## src/rtl/wdg_pkg.sv

```systemverilog
package wdg_pkg;
  localparam int CNT_W  = 12;
  localparam int DATA_W = 16;
  localparam int ADDR_W = 3;
  localparam int SEL_W  = 3;

  localparam logic [DATA_W-1:0] KEY_START  = 16'hCCCC;
  localparam logic [DATA_W-1:0] KEY_REFRESH = 16'hAAAA;
  localparam logic [DATA_W-1:0] KEY_UNLOCK = 16'h5555;

  localparam logic [ADDR_W-1:0] A_KEY    = 3'd0;
  localparam logic [ADDR_W-1:0] A_PRESC  = 3'd1;
  localparam logic [ADDR_W-1:0] A_RELOAD = 3'd2;
  localparam logic [ADDR_W-1:0] A_WINDOW = 3'd3;
  localparam logic [ADDR_W-1:0] A_STATUS = 3'd4;

  localparam int STICKY_BIT = 3;

  typedef struct packed {
    logic start;
    logic refresh;
    logic unlock;
    logic relock;
  } key_evt_t;
endpackage

```

## src/rtl/wdg_key_decode.sv

```systemverilog
module wdg_key_decode
  import wdg_pkg::*;
(
  input  logic              clk,
  input  logic              rst_n,
  input  logic              key_wr,
  input  logic [DATA_W-1:0] key_val,
  output key_evt_t          evt,
  output logic              unlocked
);
  always_comb begin
    evt = '0;
    if (key_wr) begin
      unique case (key_val)
        KEY_START:   evt.start   = 1'b1;
        KEY_REFRESH: evt.refresh = 1'b1;
        KEY_UNLOCK:  evt.unlock  = 1'b1;
        default:     evt.relock  = 1'b1;
      endcase
    end
  end

  always_ff @(posedge clk or negedge rst_n) begin
    if (!rst_n)          unlocked <= 1'b0;
    else if (evt.unlock) unlocked <= 1'b1;
    else if (evt.relock) unlocked <= 1'b0;
  end
endmodule

```

## src/rtl/wdg_cfg_slot.sv

```systemverilog
module wdg_cfg_slot #(
  parameter int              W         = 12,
  parameter logic [W-1:0]    RST_VAL   = '1,
  parameter int              UPD_TICKS = 5
) (
  input  logic         clk,
  input  logic         rst_n,
  input  logic         slow_tick,
  input  logic         wr_en,
  input  logic [W-1:0] wr_val,
  output logic [W-1:0] shadow,
  output logic [W-1:0] applied,
  output logic         pending
);
  localparam int AGE_W = $clog2(UPD_TICKS + 1);
  localparam logic [AGE_W-1:0] AGE_LAST = AGE_W'(UPD_TICKS - 1);

  logic [AGE_W-1:0] age;

  always_ff @(posedge clk or negedge rst_n) begin
    if (!rst_n) begin
      shadow  <= RST_VAL;
      applied <= RST_VAL;
      pending <= 1'b0;
      age     <= '0;
    end else if (wr_en) begin
      shadow  <= wr_val;
      pending <= 1'b1;
      age     <= '0;
    end else if (pending && slow_tick) begin
      if (age == AGE_LAST) begin
        applied <= shadow;
        pending <= 1'b0;
      end else begin
        age <= age + 1'b1;
      end
    end
  end
endmodule

```

## src/rtl/wdg_prescaler.sv

```systemverilog
module wdg_prescaler #(
  parameter int SEL_W   = 3,
  parameter int MAX_SEL = 6,
  parameter int PRE_W   = 8
) (
  input  logic             clk,
  input  logic             rst_n,
  input  logic             run_en,
  input  logic             restart,
  input  logic [SEL_W-1:0] sel,
  output logic             strobe
);
  localparam logic [SEL_W-1:0] SEL_CAP = SEL_W'(MAX_SEL);

  logic [SEL_W-1:0] sel_c;
  logic [PRE_W:0]   span;
  logic [PRE_W-1:0] limit;
  logic [PRE_W-1:0] pre_q;

  always_comb begin
    sel_c  = (sel > SEL_CAP) ? SEL_CAP : sel;
    span   = (PRE_W+1)'(4) << sel_c;
    limit  = PRE_W'(span - 1'b1);
    strobe = run_en && !restart && (pre_q == limit);
  end

  always_ff @(posedge clk or negedge rst_n) begin
    if (!rst_n)       pre_q <= '0;
    else if (restart) pre_q <= '0;
    else if (run_en)  pre_q <= (pre_q == limit) ? '0 : pre_q + 1'b1;
  end
endmodule

```

## src/rtl/wdg_downcounter.sv

```systemverilog
module wdg_downcounter #(
  parameter int W = 12
) (
  input  logic         clk,
  input  logic         rst_n,
  input  logic         strobe,
  input  logic         load,
  input  logic [W-1:0] load_val,
  output logic [W-1:0] cnt,
  output logic         expire
);
  localparam logic [W-1:0] ONE = W'(1);

  assign expire = strobe && !load && (cnt == ONE);

  always_ff @(posedge clk or negedge rst_n) begin
    if (!rst_n)      cnt <= '1;
    else if (load)   cnt <= load_val;
    else if (strobe) cnt <= (cnt == '0) ? load_val : cnt - 1'b1;
  end
endmodule

```

## src/rtl/keyed_wdt.sv

```systemverilog
module keyed_wdt
  import wdg_pkg::*;
#(
  parameter int UPD_TICKS = 5,
  parameter int MAX_SEL   = 6
) (
  input  logic              clk,
  input  logic              rst_n,
  input  logic              slow_tick,
  input  logic              hw_start,
  input  logic              freeze_cfg,
  input  logic              dbg_halt,
  input  logic              wr_valid,
  output logic              wr_ready,
  input  logic [ADDR_W-1:0] wr_addr,
  input  logic [DATA_W-1:0] wr_data,
  input  logic [ADDR_W-1:0] rd_addr,
  output logic [DATA_W-1:0] rd_data,
  output logic              active,
  output logic              wdt_reset
);
  localparam logic [CNT_W-1:0] WIN_OFF = '1;

  logic             wr_fire;
  key_evt_t         kev;
  logic             unlocked;
  logic             presc_we, reload_we, window_we;
  logic [SEL_W-1:0] presc_sh, presc_ap;
  logic [CNT_W-1:0] rel_sh, rel_ap, win_sh, win_ap;
  logic             pend_p, pend_r, pend_w;
  logic             frozen, run_en, strobe, load, expire;
  logic [CNT_W-1:0] cnt;
  logic             win_viol;
  logic             sticky;
  logic             sticky_clr;

  assign wr_ready = 1'b1;
  assign wr_fire  = wr_valid && wr_ready;

  wdg_key_decode u_key (
    .clk(clk), .rst_n(rst_n),
    .key_wr(wr_fire && (wr_addr == A_KEY)),
    .key_val(wr_data), .evt(kev), .unlocked(unlocked)
  );

  assign presc_we  = wr_fire && unlocked && (wr_addr == A_PRESC);
  assign reload_we = wr_fire && unlocked && (wr_addr == A_RELOAD);
  assign window_we = wr_fire && unlocked && (wr_addr == A_WINDOW);

  wdg_cfg_slot #(.W(SEL_W), .RST_VAL('0), .UPD_TICKS(UPD_TICKS)) u_presc (
    .clk(clk), .rst_n(rst_n), .slow_tick(slow_tick), .wr_en(presc_we),
    .wr_val(wr_data[SEL_W-1:0]), .shadow(presc_sh), .applied(presc_ap), .pending(pend_p)
  );

  wdg_cfg_slot #(.W(CNT_W), .RST_VAL('1), .UPD_TICKS(UPD_TICKS)) u_reload (
    .clk(clk), .rst_n(rst_n), .slow_tick(slow_tick), .wr_en(reload_we),
    .wr_val(wr_data[CNT_W-1:0]), .shadow(rel_sh), .applied(rel_ap), .pending(pend_r)
  );

  wdg_cfg_slot #(.W(CNT_W), .RST_VAL('1), .UPD_TICKS(UPD_TICKS)) u_window (
    .clk(clk), .rst_n(rst_n), .slow_tick(slow_tick), .wr_en(window_we),
    .wr_val(wr_data[CNT_W-1:0]), .shadow(win_sh), .applied(win_ap), .pending(pend_w)
  );

  // Running state: set by start key or the static start option, cleared only by reset.
  always_ff @(posedge clk or negedge rst_n) begin
    if (!rst_n)                     active <= 1'b0;
    else if (kev.start || hw_start) active <= 1'b1;
  end

  assign frozen = freeze_cfg && dbg_halt;
  assign run_en = active && slow_tick && !frozen;
  assign load   = kev.refresh || window_we;

  wdg_prescaler #(.SEL_W(SEL_W), .MAX_SEL(MAX_SEL), .PRE_W(MAX_SEL + 2)) u_pre (
    .clk(clk), .rst_n(rst_n), .run_en(run_en), .restart(load),
    .sel(presc_ap), .strobe(strobe)
  );

  wdg_downcounter #(.W(CNT_W)) u_cnt (
    .clk(clk), .rst_n(rst_n), .strobe(strobe), .load(load),
    .load_val(rel_ap), .cnt(cnt), .expire(expire)
  );

  assign win_viol = active && kev.refresh && (win_ap != WIN_OFF) && (cnt > win_ap);

  always_ff @(posedge clk or negedge rst_n) begin
    if (!rst_n) wdt_reset <= 1'b0;
    else        wdt_reset <= expire || win_viol;
  end

  assign sticky_clr = wr_fire && (wr_addr == A_STATUS) && wr_data[STICKY_BIT];

  always_ff @(posedge clk or negedge rst_n) begin
    if (!rst_n)          sticky <= 1'b0;
    else if (wdt_reset)  sticky <= 1'b1;
    else if (sticky_clr) sticky <= 1'b0;
  end

  always_comb begin
    unique case (rd_addr)
      A_PRESC:  rd_data = DATA_W'(presc_sh);
      A_RELOAD: rd_data = DATA_W'(rel_sh);
      A_WINDOW: rd_data = DATA_W'(win_sh);
      A_STATUS: rd_data = DATA_W'({sticky, pend_w, pend_r, pend_p});
      default:  rd_data = '0;
    endcase
  end
endmodule

```

## config.mk

```make
export PLATFORM = sky130hd
export DESIGN_NAME = keyed_wdt
export DESIGN_NICKNAME = d
export VERILOG_FILES = /design/src/rtl/wdg_pkg.sv /design/src/rtl/wdg_key_decode.sv /design/src/rtl/wdg_cfg_slot.sv /design/src/rtl/wdg_prescaler.sv /design/src/rtl/wdg_downcounter.sv /design/src/rtl/keyed_wdt.sv
export SDC_FILE = /design/constraint.sdc
export NUM_CORES = 1
export LEC_CHECK = 0
export CAP_MARGIN = 25
export CORE_ASPECT_RATIO = 1.4
export CORE_UTILIZATION = 58
export CTS_CLUSTER_SIZE = 25
export DETAILED_ROUTE_END_ITERATION = 7
export DONT_BUFFER_PORTS = 1
export GPL_TIMING_DRIVEN = 0
export MAX_ROUTING_LAYER = met4
export PLACE_DENSITY_LB_ADDON = 0.1
export SLEW_MARGIN = 20
export SYNTH_ARGS = -nofsm -noshare
export SYNTH_HDL_FRONTEND = slang
export SYNTH_SLANG_ARGS = --single-unit
```

## constraint.sdc

```tcl
create_clock -name clk -period 1.78 [get_ports clk]
set_input_delay 0 -clock clk [delete_from_list [all_inputs] [get_ports clk]]
set_output_delay 0 -clock clk [all_outputs]
set_load 0.01 [all_outputs]
```

==> results.tsv, run 1 <==
metric	value	unit
hp-class	in -> async	
crit_required	2.04	ns
cts.sinks	90	
fin_cells	670	
fin_util	74.8	%
crit_type	in -> reg	
grt_pass1_vias	4261	
synthesis.area	4980	um2
rsz0062_at_grt	yes	
num_rows	39	
setup_ws	-0.144	ns
clock_skew	0.0114	ns
report.final.slew_viol_count	0	
setup_tns	-1.16	ns
peakVddDrop	0.630	mV
diodes	0	
cellPowerDensity	834	nW/um2
ys_top_cells_by_count	81 x nand2_1, 60 x dfstp_2, 32 x nor2_1	
clockBufferDepth	2	
tightest_slew	0.629	ns
relSlewSlack	58.0	%
wire_per_inst	18.9	um
synth_area_leaders	dfstp_2 32%, dfrtp_1 15%, mux2_2 7.0%	
drt_iter0_drc	233	
postSynthAreaPerCell	9.95	um2
area_delta_synth_final	24.0	%
cts_tree	yes	
finalCriticalPeriod	1.92	ns
setup_viol	14	
dp_hpwl	8490	um
worstPathMaxFanout	6	
period_share	108	%
leakagePower	2.84	nW
dr.pass1.iters	4	
num_vias	4059	
clkLatencyLatePin	0.34	ns
synth_top_cell_area_share	31.7	%
num-nets-final	614	
track_usage	31.5	%
synth_edf_count	0	
yosysWarnings	0	
p_total	0.00514	W
vias_per_cell	6.06	
die_height	112	um
yosysMostFrequentCell	nand2_1	
end_kind	flop	
yosys.area.top_type	dfstp_2	
hold_violations	90	
grt_pass1_wl	20800	um
yosysSeqAreaShare	46.8	%
initial_core_util	60.4	%
synth_ff_type	dfstp_2	
drc_errors	0	
syn_inst	500	
overflow	0	
dp.cells	605	
start_kind	primary input	
gp_congestion	0.929	
status	finished with violations	
async_flop_share	100	%
holdWs	-0.650	ns
ys_seq_elements	90	
path_clk_slew	0.06	ns
io_buffers	0	
nFillCells	567	
maxCapViolCount	0	
core	8250	um2
violations	negative hold slack, negative setup slack	
fp.dieArea	8960	um2
drtAntennaViolNets	0	
cts.htree.levels	3	
ios	48	
wl	12600	um
die_w	80.3	um
grt_max_degree	91	
drive_above_1_share	33.8	%
synth_cell_types	58	
antenna_found_initial	0	
fmax	0.520	GHz
cts_made_buffers	9	
crit_arrival	2.19	ns
root_buffer	clkbuf_16	
## area by class of cell
cell class	instances	area (um2)	share of cell area [%]
Buffer	19	129	2.09
Clock buffer	14	264	4.28
Clock inverter	2	35.0	0.568
Inverter	28	105	1.70
Multi-Input combinational cell	363	2690	43.6
Sequential cell	90	2330	37.7
Tap cell	102	128	2.07
Timing Repair Buffer	52	492	7.97
## sequential cells by signal, summed over array words and instances, names as in the netlist, 3 cells and up
signal            cells
u_reload.shadow      12
u_presc.shadow        3
u_presc.age           3
u_presc.applied       3
u_cnt.cnt            12
u_window.applied     12
u_window.age          3
u_reload.age          3
u_window.shadow      12
u_reload.applied     12
u_pre.pre_q           8
## routing by layer
metal	vias to the layer above	track usage (%)	wire length [um]
met5	-	-	0
met4	0	14.6	409
met1	2018	36.8	4960
met2	119	52.6	6760
met3	41	5.00	514
li1	1881	-	-
## power by group
part	total (W)	leakage (nW)	internal, W	switching (W)
logic	0.000886	1.67	0.000422	0.000463
clock network	0.00189	0.147	0.00116	0.000729
registers	0.00237	1.02	0.00220	0.000161
## kinds of logic (layout without fill, tap and decap cells)
logic type,Yosys count,after routing,share of synthesized area [%]
and+or+nand+nor,181,181,18.0
adders and majority gates,22,22,5.53
buffers and inverters,50,115,4.40
DFF,90,90,46.8
other,2,5,0.151
xor gates and xnor gates,9,9,1.58
muxes,51,51,11.2
AOI/OAI and AO/OA,95,95,12.3
## layout by cell type, fill, tap and decap left out, drive strengths merged, types with 3 or more instances in the layout
| cell | count |
|---|---|
| a21o | 6 |
| a21oi | 21 |
| a22oi | 8 |
| and3 | 4 |
| buf | 38 |
| clkbuf | 22 |
| conb | 5 |
| dfrtp | 30 |
| dfstp | 60 |
| dlygate4sd3 | 25 |
| ha | 22 |
| inv | 28 |
| mux2 | 33 |
| mux2i | 18 |
| nand2 | 81 |
| nand2b | 3 |
| nand3 | 15 |
| nand4 | 10 |
| nor2 | 32 |
| nor2b | 4 |
| nor3 | 8 |
| nor4bb | 7 |
| o21ai | 29 |
| o22a | 3 |
| o22ai | 6 |
| o31a | 3 |
| o31ai | 3 |
| or3 | 3 |
| xnor2 | 5 |
| xor2 | 4 |
## path summary, 6_finish.rpt
kind,from,endpoint,slack [ns],cells after the start
setup / recovery,wr_addr[0],u_cnt.cnt[4]$_DFFE_PN1P_,-0.14,7
hold / removal,rst_n,u_pre.pre_q[4]$_DFFE_PN0P_,-0.65,0
setup reg to reg,u_cnt.cnt[4]$_DFFE_PN1P_,u_cnt.cnt[9]$_DFFE_PN1P_,-0.14,7
hold reg to reg,u_window.shadow[4]$_DFFE_PN1P_,u_window.shadow[4]$_DFFE_PN1P_,0.49,2
max in group asynchronous,rst_n,u_cnt.cnt[6]$_DFFE_PN1P_,2.19,0
min in group clk,wr_data[8],active$_DFFE_PN0P_,0.06,3
## through the flow
step           worst slack (ns)  cell area, um2
2_1_floorplan          -0.00240            5000
3_5_place_dp             -0.330            5120
5_1_grt                  -0.230            6170
6_report                 -0.144            6170
3_3_place_gp             -0.304            5120
4_1_cts                  -0.168            6010
## critical path, stage by stage
cell           delay [ns]
dlygate4sd3_1        0.64
nor2_1               0.16
nand3b_1             0.23
o31ai_4              0.50
a21oi_4              0.13
mux2_4               0.32
o22a_1               0.19
## what timing repair did
action	4_1_cts	5_1_grt
buffers inserted	16	10
endpoints found under the hold margin	123	92
cloned	1	0
pin swaps	31	26
gates resized for setup	54	26
hold buffers	23	2
endpoints found under the setup margin	54	62
No activity file was read; power rests on OpenSTA's default activity.
==> run 2, diff against run 1 <==
--- a/config.mk
+++ b/config.mk
@@ -5,6 +5,7 @@
 export SDC_FILE = /design/constraint.sdc
 export NUM_CORES = 1
 export LEC_CHECK = 0
+export ABC_AREA = 1
 export CAP_MARGIN = 25
 export CORE_ASPECT_RATIO = 1.4
 export CORE_UTILIZATION = 58
==> results.tsv, run 2 <==
metric	value	unit
status	finished with violations	
violations	negative hold slack	
critPathMaxStageDelay	0.61	ns
initial_core_util	60.6	%
num_rows	40	
num-nets-final	797	
cts_tree	yes	
overflow	0	
track_usage	31.0	%
root_buffer	clkbuf_16	
worstPathMaxFanout	10	
relSlewSlack	63.3	%
leakagePower	3.16	nW
cts.sinks	90	
area_delta_synth_final	17.4	%
async_flop_share	100	%
fin_util	71.1	%
grt_pass1_vias	4588	
syn_inst	693	
wl	13200	um
final_common_cell	nand2_1	
crit_type	in -> reg	
finalCriticalPeriod	1.70	ns
postSynthAreaPerCell	7.61	um2
setup_viol	0	
start_kind	primary input	
end_kind	flop	
vias_per_cell	5.56	
core	8710	um2
synth_top_cell_area_share	29.9	%
synth_area_leaders	dfstp_2 30%, dfrtp_1 14%, nand2_1 14%	
clock_skew	0.00573	ns
maxCapViolCount	0	
reg2reg_depth	6	
report.final.slew_viol_count	0	
synth_cell_types	43	
yosysMostFrequentCell	nand2_1	
clkLatencyLatePin	0.34	ns
synth_ff_type	dfstp_2	
crit_arrival	1.98	ns
yosys.area.top_type	dfstp_2	
path_clk_slew	0.06	ns
cellPowerDensity	1220	nW/um2
die_height	115	um
nFillCells	682	
num_vias	4764	
tightest_slew	0.547	ns
io_buffers	0	
peakVddDrop	0.735	mV
drt_iter0_drc	278	
clockBufferDepth	2	
crit_family	simple AND/OR/NAND/NOR gates	
path_cells	dlygate4sd3_1 > nor2_1 > nand2_1 > nor2_4 > nand3_2 > nand2_4 > nor2_4 > nand2_2 > buf_4 > nand3_1 > nand2_1	
wire_per_inst	15.4	um
cts.htree.levels	3	
yosysSeqAreaShare	44.1	%
fp.dieArea	9490	um2
synth_edf_count	0	
ios	48	
period_share	95.5	%
dp_hpwl	9110	um
hp-class	in -> async	
drc_errors	0	
rr_startpoint	u_key.unlocked$_DFFE_PN0P_	
final_cell_mix	199 x nand2_1, 98 x inv_1, 64 x o21ai_0, 60 x dfstp_2	
slowest_stage	dlygate4sd3_1	
hold_violations	90	
ys_top_cells_by_count	199 x nand2_1, 99 x inv_1, 67 x o21ai_0	
grt_pass1_wl	21200	um
die_w	82.6	um
r2r-end	u_window.shadow[7]$_DFFE_PN1P_	
grt_max_degree	91	
holdWs	-0.648	ns
drive_above_1_share	17.0	%
yosysWarnings	0	
ys_seq_elements	90	
crit_required	2.06	ns
cts_made_buffers	9	
holdBufCountCts	30	
gp_congestion	0.902	
synthesis.area	5280	um2
path_buf_inv	2	
antenna_found_initial	1	
r2r_slack	0.10	ns
fmax	0.588	GHz
drtAntennaViolNets	0	
dr.pass1.iters	5	
==> run 2: logic make-up (layout without fill, tap and decap cells) <==
family	Yosys count	after routing	share of synthesized area (%)
xor gates and xnor gates	9	9	1.49
DFF	90	90	44.1
adders and majority gates	22	22	5.22
buffers and inverters	128	183	9.89
and+or+nand+nor	325	325	27.0
other	2	6	0.142
AOI/OAI and AO/OA	117	117	12.2
==> run 2: repair_timing <==
action / CTS / global route
pin swaps: 0 / 9
setup buffers: 1 / 9
resized for setup: 2 / 20
hold endpoints to repair: 142 / 90
endpoints found under the setup margin: 6 / 25
==> run 2: final cells by class <==
class / instances / area (um2) / area share [%]
well taps: 105 / 131 / 2.12
plain buffers: 19 / 120 / 1.94
clock buffers: 11 / 254 / 4.10
flip-flops and latches: 90 / 2330 / 37.6
clock inverters: 5 / 82.6 / 1.33
inverters: 108 / 410 / 6.63
diodes: 1 / 2.50 / 0.0404
multi-input cells: 478 / 2480 / 40.1
repair buffers: 40 / 383 / 6.18
==> run 2: report_power, final <==
| part | internal (W) | switching [W] |
|---|---|---|
| combinational | 0.000915 | 0.00135 |
| sequential | 0.00277 | 0.000414 |
| clock | 0.00132 | 0.000811 |
| total | 0.00501 | 0.00258 |
==> run 2: metrics by stage <==
stage                     cell area (um2)  TNS [ns]  power, W  std cells  setup WS, ns
final                                6190         0   0.00758        857        0.0799
after floorplan                      5290         0   0.00473        696         0.188
after CTS                            6070         0   0.00749        848        0.0214
after detailed placement             5420   -0.0445   0.00525        801       -0.0188
after global routing                 6190  -0.00364   0.00810        857      -0.00364
after global placement               5420         0   0.00511        801       0.00190
==> run 2: routing by layer <==
| metal | track usage (%) | vias to the layer above | wire length [um] |
|---|---|---|---|
| met5 | - | - | 0 |
| met4 | 15.4 | 0 | 452 |
| met3 | 6.51 | 36 | 672 |
| met2 | 50.5 | 173 | 6740 |
| met1 | 35.7 | 2224 | 5320 |
| li1 | - | 2331 | - |
==> run 2: worst register-to-register path, delay by kind of cell (launching register included) <==
kind	cells	cell delay (ns)
flip-flops	1	0.39
AND/OR/NAND/NOR	3	0.45
AO/OA/AOI/OAI	1	0.07
buffers and inverters	2	0.70
==> run 2: how the worst max path moves through the flow <==
stage	to	startpoint	slack [ns]	cells after the start
2_1_floorplan	u_cnt.cnt[5]$_DFFE_PN1P_	u_cnt.cnt[0]$_DFFE_PN1P_	0.19	9
3_3_place_gp	u_cnt.cnt[9]$_DFFE_PN1P_	u_cnt.cnt[0]$_DFFE_PN1P_	0.002	9
3_5_place_dp	u_cnt.cnt[1]$_DFFE_PN1P_	u_cnt.cnt[0]$_DFFE_PN1P_	-0.02	9
4_1_cts	u_cnt.cnt[1]$_DFFE_PN1P_	u_cnt.cnt[1]$_DFFE_PN1P_	0.02	9
5_1_grt	active$_DFFE_PN0P_	wr_data[5]	-0.004	7
6_report	u_cnt.cnt[6]$_DFFE_PN1P_	wr_addr[0]	0.08	11
